`config.mk`:
```
export PLATFORM = sky130hd
export DESIGN_NAME = slot_pwr_ctrl
export DESIGN_NICKNAME = d
export VERILOG_FILES = /design/src/rtl/slot_pwr_pkg.sv /design/src/rtl/slot_sync.sv /design/src/rtl/rail_breaker.sv /design/src/rtl/slot_pwr_ctrl.sv
export SDC_FILE = /design/constraint.sdc
export NUM_CORES = 1
export LEC_CHECK = 0
export BUFFER_PORTS_ARGS = -buffer_cell sky130_fd_sc_hd__buf_2
export CORE_MARGIN = 4
export CORE_UTILIZATION = 51
export CTS_CLUSTER_DIAMETER = 50
export DETAILED_ROUTE_END_ITERATION = 10
export GPL_TIMING_DRIVEN = 0
export PLACE_DENSITY_LB_ADDON = 0.08
export SETUP_SLACK_MARGIN = 0.1
export SLEW_MARGIN = 30
export SYNTH_ARGS = -nofsm -noshare
export SYNTH_HDL_FRONTEND = slang
export SYNTH_SLANG_ARGS = --single-unit
```
`constraint.sdc`:
```
create_clock -name clk -period 1.4 [get_ports clk]
set_input_delay 0.28 -clock clk [delete_from_list [all_inputs] [get_ports clk]]
set_output_delay 0.28 -clock clk [all_outputs]
set_load 0.02 [all_outputs]
```
`src/rtl/slot_pwr_pkg.sv`:
```
package slot_pwr_pkg;
  localparam int NUM_RAILS    = 3;
  localparam int RAIL_MAIN_HI = 0;
  localparam int RAIL_MAIN_LO = 1;
  localparam int RAIL_AUX     = 2;
  typedef logic [NUM_RAILS-1:0] rail_vec_t;
endpackage

```
`src/rtl/slot_sync.sv`:
```
module slot_sync #(
  parameter int W = 1,
  parameter logic [W-1:0] RST_VAL = '0
) (
  input  logic         clk,
  input  logic         rst,
  input  logic [W-1:0] d_async,
  output logic [W-1:0] q_sync
);
  logic [W-1:0] meta_q;
  always_ff @(posedge clk) begin
    if (rst) begin
      meta_q <= RST_VAL;
      q_sync <= RST_VAL;
    end else begin
      meta_q <= d_async;
      q_sync <= meta_q;
    end
  end
endmodule

```
`src/rtl/rail_breaker.sv`:
```
module rail_breaker #(
  parameter int CNT_W = 8
) (
  input  logic             clk,
  input  logic             rst,
  input  logic             armed,
  input  logic             clr_en,
  input  logic             ilim,
  input  logic             uv,
  input  logic             ot,
  input  logic [CNT_W-1:0] limit,
  output logic             flt
);
  localparam logic [CNT_W-1:0] CNT_MAX = '1;
  logic [CNT_W-1:0] cnt_q;
  logic             oc_trip;

  assign oc_trip = armed && ilim && (cnt_q >= limit);

  always_ff @(posedge clk) begin
    if (rst || !ilim || !armed) cnt_q <= '0;
    else if (cnt_q != CNT_MAX)  cnt_q <= cnt_q + 1'b1;
  end

  always_ff @(posedge clk) begin
    if (rst || !clr_en)                 flt <= 1'b0;
    else if (armed && (oc_trip || uv || ot)) flt <= 1'b1;
  end

  // count restarts after any cycle without current limit
  a_r5_count_restart: assert property (@(posedge clk) disable iff (rst)
    !ilim |=> (cnt_q == '0));
  // a low enable leaves the latch clear
  a_r8_latch_clear: assert property (@(posedge clk) disable iff (rst)
    !clr_en |=> !flt);
endmodule

```
`src/rtl/slot_pwr_ctrl.sv`:
```
module slot_pwr_ctrl
  import slot_pwr_pkg::*;
#(
  parameter int CNT_W = 8
) (
  input  logic             clk,
  input  logic             rst,
  input  logic             stby_por_done,
  input  logic             force_mask,
  input  logic             main_en_in,
  input  logic             aux_en_in,
  input  logic             force_on_n,
  input  logic [CNT_W-1:0] filter_cycles,
  input  logic [2:0]       ilim_flag,
  input  logic [2:0]       uv_flag,
  input  logic [2:0]       ot_flag,
  output logic [2:0]       switch_on,
  output logic             pwr_good_n,
  output logic             fault_n,
  output logic [2:0]       rail_status,
  output logic [2:0]       fault_status
);
  logic [2:0] sync_q;
  logic       main_s, aux_s, force_n_s;
  logic       main_prev, aux_prev;
  logic       main_cmd, aux_cmd;
  logic       force_act;
  rail_vec_t  flt;
  rail_vec_t  armed_v, clr_v;
  rail_vec_t  normal_on, forced_on;
  logic       main_flt, aux_flt;

  slot_sync #(.W(3), .RST_VAL(3'b100)) u_sync (
    .clk(clk), .rst(rst),
    .d_async({force_on_n, aux_en_in, main_en_in}),
    .q_sync(sync_q)
  );
  assign main_s    = sync_q[0];
  assign aux_s     = sync_q[1];
  assign force_n_s = sync_q[2];

  assign main_flt  = flt[RAIL_MAIN_HI] | flt[RAIL_MAIN_LO];
  assign aux_flt   = flt[RAIL_AUX];
  assign force_act = !force_n_s && !force_mask;

  always_ff @(posedge clk) begin
    if (rst) begin
      main_prev <= 1'b0;
      aux_prev  <= 1'b0;
      main_cmd  <= 1'b0;
      aux_cmd   <= 1'b0;
    end else begin
      main_prev <= main_s;
      aux_prev  <= aux_s;
      if (!main_s || main_flt)                        main_cmd <= 1'b0;
      else if (main_s && !main_prev && stby_por_done) main_cmd <= 1'b1;
      if (!aux_s || aux_flt)                          aux_cmd  <= 1'b0;
      else if (aux_s && !aux_prev && stby_por_done)   aux_cmd  <= 1'b1;
    end
  end

  for (genvar r = 0; r < NUM_RAILS; r++) begin : g_rail
    if (r == RAIL_AUX) begin : g_aux
      assign armed_v[r] = aux_cmd;
      assign clr_v[r]   = aux_s;
    end else begin : g_main
      assign armed_v[r] = main_cmd;
      assign clr_v[r]   = main_s;
    end
    rail_breaker #(.CNT_W(CNT_W)) u_brk (
      .clk(clk), .rst(rst),
      .armed(armed_v[r]), .clr_en(clr_v[r]),
      .ilim(ilim_flag[r]), .uv(uv_flag[r]), .ot(ot_flag[r]),
      .limit(filter_cycles), .flt(flt[r])
    );
    assign normal_on[r] = armed_v[r] && !flt[r];
    if (r == RAIL_AUX) begin : g_faux
      assign forced_on[r] = !uv_flag[r];
    end else begin : g_fmain
      assign forced_on[r] = 1'b1;
    end
  end

  always_ff @(posedge clk) begin
    if (rst) begin
      switch_on    <= '0;
      pwr_good_n   <= 1'b1;
      fault_n      <= 1'b1;
      rail_status  <= '0;
      fault_status <= '0;
    end else begin
      switch_on    <= force_act ? forced_on : normal_on;
      pwr_good_n   <= force_act || !(main_cmd && aux_cmd && (flt == '0));
      fault_n      <= force_act || (flt == '0);
      rail_status  <= {aux_cmd, main_cmd, main_cmd};
      fault_status <= flt;
    end
  end

  // nothing turns on before the standby supply is ready
  a_r3_wait_por: assert property (@(posedge clk) disable iff (rst)
    (!stby_por_done && !main_cmd) |=> !main_cmd);
  // a main latch drops the main command
  a_r7_fault_off: assert property (@(posedge clk) disable iff (rst)
    main_flt |=> !main_cmd);
  // power good implies every switch is on
  a_r10_pgood_rails: assert property (@(posedge clk) disable iff (rst)
    !pwr_good_n |-> (switch_on == 3'b111));
  // force-on releases both flags
  a_r11_force_release: assert property (@(posedge clk) disable iff (rst)
    force_act |=> (pwr_good_n && fault_n));
endmodule

```
==> results of run 1 <==
power by group through the flow:
stage                     clock network, uW  registers (uW)  logic, uW
final                                   867            1350        199
after floorplan                           0            1390       66.9
after global placement                    0            1390        134
after CTS                               900            1350        175
after detailed placement                  0            1390        135
after global routing                    963            1350        216
timing repair:
| item | CTS | global route |
|---|---|---|
| hold buffers | 0 | 0 |
| gates resized for setup | 34 | 32 |
| endpoints found under the setup margin | 17 | 21 |
| buffers inserted | 8 | 8 |
| pin swaps | 5 | 17 |
layout make-up:
cell class	count	area [sq um]	area share, %
Buffer	3	16.27	0.5167
Clock buffer	5	68.82	2.186
Clock inverter	3	25.02	0.7949
Inverter	20	80.08	2.544
Multi-Input combinational cell	197	1613	51.23
Sequential cell	47	974.7	30.96
Tap cell	52	65.06	2.067
Timing Repair Buffer	50	305.3	9.698
worst reg2reg max path, cell delays in order, from the launching register on:
cell       delay (ns)
dfxtp_2          0.37
ha_1             0.34
a2111oi_4        0.34
nand4b_1         0.15
nand2_1          0.05
stage by stage:
step                      utilization [%]  setup slack [ns]  power [uW]
after floorplan                         -           0.05071        1456
after global placement              58.84           -0.1519        1520
after detailed placement            58.84           -0.1721        1521
after CTS                           66.64           0.03059        2424
after global routing                70.83          0.007571        2529
final                               70.83           0.05343        2413
sequential cells by signal, indices dropped and copies added (netlist names):
signal              count
main_cmd                1
g_rail.u_brk.cnt_q     24
pwr_good_n              1
u_sync.q_sync           3
g_rail.u_brk.flt        3
aux_prev                1
aux_cmd                 1
rail_status             2
fault_n                 1
fault_status            3
switch_on               3
u_sync.meta_q           3
main_prev               1
routing by layer:
| layer | wire length, um | GRT usage (%) | part of all wire, % |
|---|---|---|---|
| met1 | 2609 | 24.53 | 46 |
| met2 | 2593 | 29.70 | 46 |
| met3 | 293 | 4.137 | 5.2 |
| met5 | 0 | 0 | 0 |
| met4 | 119 | 6.522 | 2.1 |
cells in the mapped netlist:
cell type	n
o21ai_0	5
nand4_1	8
a211oi_2	1
mux2i_1	5
and4_4	1
and4_2	1
dfxtp_1	47
a2111oi_0	6
and2_4	1
or3_1	1
nand2b_1	7
nand2_1	17
a41oi_1	3
nor4_1	2
clkbuf_1	1
and2b_1	2
inv_1	20
a21oi_1	11
nand3_1	10
or2_2	3
and3_1	2
nor2_4	2
nand4b_1	3
a211oi_1	6
buf_4	1
buf_2	1
ha_1	27
and3_4	1
nor2_1	31
nor3_1	19
and4_1	5
nor2b_1	6
a31oi_1	6
xnor2_1	5
path summary, 6_finish.rpt:
| check | from | end | slack [ns] | cells past startpoint |
|---|---|---|---|---|
| hold reg to reg | u_sync.meta_q[2]$_SDFF_PP1_ | u_sync.q_sync[2]$_SDFF_PP1_ | 0.42 | 1 |
| hold / removal | force_on_n | u_sync.meta_q[2]$_SDFF_PP1_ | 0.15 | 2 |
| setup reg to reg | g_rail[1].u_brk.cnt_q[1]$_SDFFE_PP0P_ | g_rail[1].u_brk.flt$_SDFFE_PP0P_ | 0.05 | 4 |
| setup / recovery | g_rail[1].u_brk.cnt_q[1]$_SDFFE_PP0P_ | g_rail[1].u_brk.flt$_SDFFE_PP0P_ | 0.05 | 4 |
kinds of logic after synthesis:
| kind of cell | synth area share, % |
|---|---|
| AOI/OAI and AO/OA | 10.70 |
| buffers and inverters | 3.848 |
| adders and majority gates | 14.23 |
| and+or+nand+nor | 27.62 |
| xor gates and xnor gates | 1.845 |
| muxes | 2.109 |
| DFF | 39.64 |
==> results.tsv, run 1 <==
metric	value	unit
nNetsFinal	375	
die_w	76.22	um
final_cell_mix	buf_2 (35), nor2_1 (31), dfxtp_1 (28)	
p_seq_share	55.8	%
cts_buffers	5	
root_buffer	clkbuf_8	
track_usage	18.56	%
postRouteAntennaNets	0	
wl	5.616	mm
max_stage_delay	0.37	ns
p_leak	0.001251	uW
cp-start-kind	flip-flop	
final-hold-violation-count	0	
yosysSeqAreaShare	39.64	%
holdWs	0.1533	ns
dpl.hpwl	3.600	mm
syn-num-nets	318	
dp.cells	353	
intPower	1804	uW
crit_family	flip-flops	
powerDensity	766.4	nW/um^2
path_cells	ha_1 -> a2111oi_4 -> nand4b_1 -> nand2_1	
finalSetupViolCount	0	
fill_cells	342	
synth_top_area_cell	dfxtp_1	
finalClockSkew	0.005341	ns
grt_pass1_vias	1964	
crit_type	reg -> reg	
power_switching	608.1	uW
syn_area_per_cell	8.890	sq um
syn_area	2374	sq um
worstMarginPinSlew	0.3867	ns
rows	24	
period_share	96.18	%
finalMaxSlewViolations	0	
grt_max_degree	18	
place.gp.congestion	0.7619	
antenna_cells	0	
cp-end-kind	flip-flop	
relSlewSlack	74.22	%
die_h	76.22	um
insertion_delay	0.30	ns
cts_tree	built	
synth-seq-cells	47	
yosys_warnings	0	
antenna_found_initial	0	
synth_top_area_share	39.64	%
port_buffers	34	
placement.cell_area	2615	sq um
grt.overflow.total	0	
core	4444	sq um
drc	0	
p_comb_share	8.2	%
vias_per_cell	5.719	
post_drt_wl_per_cell	14.90	um
dieArea	5809	sq um
final_area	3148	sq um
power_frac_clock	36.0	%
cts.sinks	47	
worst_ir_drop_vdd	0.5274	mV
ioPinCount	35	
drtPass1Iterations	4	
clock.fmax	0.7426	GHz
post-route-min-period	1.347	ns
drtIter0Drc	97	
arrival	1.55	ns
post_synth_num_cell_types	34	
h-tree-depth	2	
area_growth	32.63	%
fin_cells	377	
critPathMaxFanout	6	
final_common_cell	buf_2	
switching_share	25.21	%
maxCapViolCount	0	
start_util	53.41	%
outcome	complete, no violations	
grt_pass1_wl	8.901	mm
fin_tns_setup	0	ns
ys_top_cells_by_area	dfxtp_1 (40%), ha_1 (14%), nor2_1 (4.9%)	
clk_pin_slew	0.10	ns
cts_buffer_depth	2	
rsz0062_at_grt	true	
required	1.60	ns
drive_gt1_share	36.00	%
synthCells	267	
cp_slowest_cell	dfxtp_2	
vias	2156	
path_buf_inv	0	
hold_class	in -> reg	
Note: power is estimated with default switching activity, not from simulation.
==> inputs of run 2 (changes only) <==
--- a/config.mk
+++ b/config.mk
@@ -5,6 +5,7 @@
 export SDC_FILE = /design/constraint.sdc
 export NUM_CORES = 1
 export LEC_CHECK = 0
+export ABC_AREA = 1
 export BUFFER_PORTS_ARGS = -buffer_cell sky130_fd_sc_hd__buf_2
 export CORE_MARGIN = 4
 export CORE_UTILIZATION = 51
==> run 2 against run 1 <==
Clock power up 20%; flip-flop and latch count unchanged; highest routed layer unchanged; largest cell class unchanged; cell count up 19%; global-route usage increased by 0.78 points; worst setup slack worse by 0.0098 ns.
==> results.tsv, run 2 <==
metric	value	unit	change
outcome	complete, no violations		unchanged
fill_cells	338		was 342
post-route-min-period	1.356	ns	was 1.347 ns
antenna_found_initial	0		unchanged
start_util	54.47	%	was 53.41%
yosys_warnings	0		unchanged
place.gp.congestion	0.8423		was 0.7619
die_w	77.36	um	was 76.22 um
vias	2281		was 2156
cts_tree	built		unchanged
p_seq_share	52.7	%	was 55.8%
required	1.58	ns	was 1.60 ns
insertion_delay	0.30	ns	about the same
dpl.hpwl	3.969	mm	was 3.600 mm
syn_area	2454	sq um	was 2374 sq um
final_cell_mix	nand2_1 (59), inv_1 (52), buf_2 (34)		was buf_2 (35), nor2_1 (31), dfxtp_1 (28)
seqCellArea	1006	sq um	was 974.7 sq um
utilization	76.53	%	was 70.83%
drtIter0Drc	72		was 97
core	4504	sq um	was 4444 sq um
postCtsHoldBufs	0		unchanged
drc	0		unchanged
track_usage	19.34	%	was 18.56%
drtPass1Iterations	4		unchanged
crit_type	reg -> reg		unchanged
post-synth-top-count-cell	nand2_1		was dfxtp_1
multi_input_area	1592	sq um	was 1613 sq um
clock.fmax	0.7373	GHz	was 0.7426 GHz
yosysSeqAreaShare	38.35	%	was 39.64%
synth_top_area_cell	dfxtp_1		unchanged
fin_cells	448		was 377
post_drt_wl_per_cell	13.52	um	was 14.90 um
worstMarginPinSlew	0.3784	ns	was 0.3867 ns
whs_path_depth	2		unchanged
die_h	77.36	um	was 76.22 um
cp-end-kind	flip-flop		unchanged
drive_gt1_share	41.41	%	was 36.00%
holdWs	0.1682	ns	was 0.1533 ns
cts_buffers	5		unchanged
rows	24		unchanged
rsz0062_at_grt	true		unchanged
dp.cells	409		was 353
grt_max_degree	17		was 18
final_common_cell	nand2_1		was buf_2
syn_area_per_cell	7.596	sq um	was 8.890 sq um
syn-num-nets	374		was 318
finalMaxSlewViolations	0		unchanged
synthCells	323		was 267
post_synth_num_cell_types	28		was 34
critPathMaxFanout	4		was 6
nNetsFinal	446		was 375
dieArea	5985	sq um	was 5809 sq um
fin_tns_setup	0	ns	unchanged
power_frac_clock	41.2	%	was 36.0%
relSlewSlack	74.77	%	was 74.22%
synth_enable_flop_cells	0		unchanged
synth-seq-cells	47		unchanged
synth_common_cells	nand2_1 (66), inv_1 (54), dfxtp_1 (47)		was dfxtp_1 (47), nor2_1 (31), ha_1 (27)
grt_pass1_wl	9.377	mm	was 8.901 mm
p_leak	0.001691	uW	was 0.001251 uW
power_switching	585.1	uW	was 608.1 uW
synthArstFlopShare	0	%	unchanged
vias_per_cell	5.092		was 5.719
ioPinCount	35		unchanged
grt_pass1_vias	2173		was 1964
final-hold-violation-count	0		unchanged
synth_top_area_share	38.35	%	was 39.64%
h-tree-depth	2		unchanged
finalSetupViolCount	0		unchanged
port_buffers	34		unchanged
clk_pin_slew	0.10	ns	about the same
finalClockSkew	0.008152	ns	was 0.005341 ns
powerDensity	728.5	nW/um^2	was 766.4 nW/um^2
regMostFlops	g_rail.u_brk.cnt_q		unchanged
intPower	1926	uW	was 1804 uW
largest_register_ffs	24		unchanged
hold_class	in -> reg		unchanged
cp-start-kind	flip-flop		unchanged
antenna_cells	0		unchanged
cts.sinks	47		unchanged
wl	6.059	mm	was 5.616 mm
period_share	96.88	%	was 96.18%
worst_ir_drop_vdd	0.6207	mV	was 0.5274 mV
switching_share	23.30	%	was 25.21%
synthFlopType	dfxtp_1		unchanged
cts_buffer_depth	2		unchanged
root_buffer	clkbuf_8		unchanged
area_growth	40.49	%	was 32.63%
grt.overflow.total	0		unchanged
postRouteAntennaNets	0		unchanged
p_comb_share	6.1	%	was 8.2%
maxCapViolCount	0		unchanged
arrival	1.54	ns	was 1.55 ns
ys_top_cells_by_area	dfxtp_1 (38%), ha_1 (14%), nand2_1 (10%)		was dfxtp_1 (40%), ha_1 (14%), nor2_1 (4.9%)
reg2reg_depth	9		was 4
## run 2: power groups by stage
stage | Combinational (uW) | Sequential [uW] | Clock [uW]
floorplan | 68.9 | 1380 | 0
global placement | 125 | 1380 | 0
detailed placement | 129 | 1380 | 0
CTS | 141 | 1340 | 1050
global route | 175 | 1320 | 1110
finish | 153 | 1320 | 1040
## run 2: final timing paths
check	from	end	slack, ns
worst max-delay path	g_rail[1].u_brk.cnt_q[0]$_SDFFE_PP0P_	g_rail[1].u_brk.cnt_q[5]$_SDFFE_PP0P_	0.04
worst min-delay path	force_on_n	u_sync.meta_q[2]$_SDFF_PP1_	0.17
worst max register to register	g_rail[1].u_brk.cnt_q[0]$_SDFFE_PP0P_	g_rail[1].u_brk.cnt_q[5]$_SDFFE_PP0P_	0.04
worst min register to register	u_sync.meta_q[2]$_SDFF_PP1_	u_sync.q_sync[2]$_SDFF_PP1_	0.42
## run 2: final cells by class
type                            instances  area share, %
Multi-Input combinational cell        214          46.17
Sequential cell                        47          29.18
Timing Repair Buffer                   65          12.45
Inverter                               60          6.606
Clock buffer                            5          1.996
Tap cell                               52          1.887
Clock inverter                          3          1.379
Buffer                                  2         0.3267
## run 2: timing repair
item                                    CTS  global route
endpoints found under the setup margin   14            25
pin swaps                                12            25
buffers inserted                         19            12
resized for setup                        45            57
## run 2: logic make-up (layout without fill, tap and decap cells)
family	Yosys count	count (layout)	share of synthesized area, %
compound gates	40	40	9.892
xor+xnor	6	6	2.142
simple gates	141	141	26.21
flops	47	47	38.35
fa+ha+maj	27	27	13.77
buf+inv	62	135	9.638
## run 2: worst max-delay path, stage by stage, from the launching register on
cell	delay (ns)
dfxtp_4	0.38
buf_6	0.10
ha_4	0.15
nand3_4	0.10
nor3_4	0.15
inv_2	0.09
nand2_2	0.07
inv_2	0.05
a21oi_2	0.12
nor3_2	0.04
## run 2: layer usage
metal | GRT usage [%] | up-vias | share of wire [%]
li1 | - | 1167 | -
met1 | 23.17 | 1075 | 43
met2 | 34.28 | 33 | 53
met3 | 4.167 | 6 | 2.7
met4 | 6.584 | 0 | 1.1
met5 | 0 | - | 0
## run 2: through the flow
step                      worst slack (ns)  total power [uW]  cell area, sq um
after global placement            -0.08287              1507              2711
after floorplan                     0.1024              1452              2476
final                              0.04364              2511              3447
after detailed placement           -0.1282              1511              2711
after global routing              -0.09610              2605              3447
after CTS                          0.06583              2532              3123
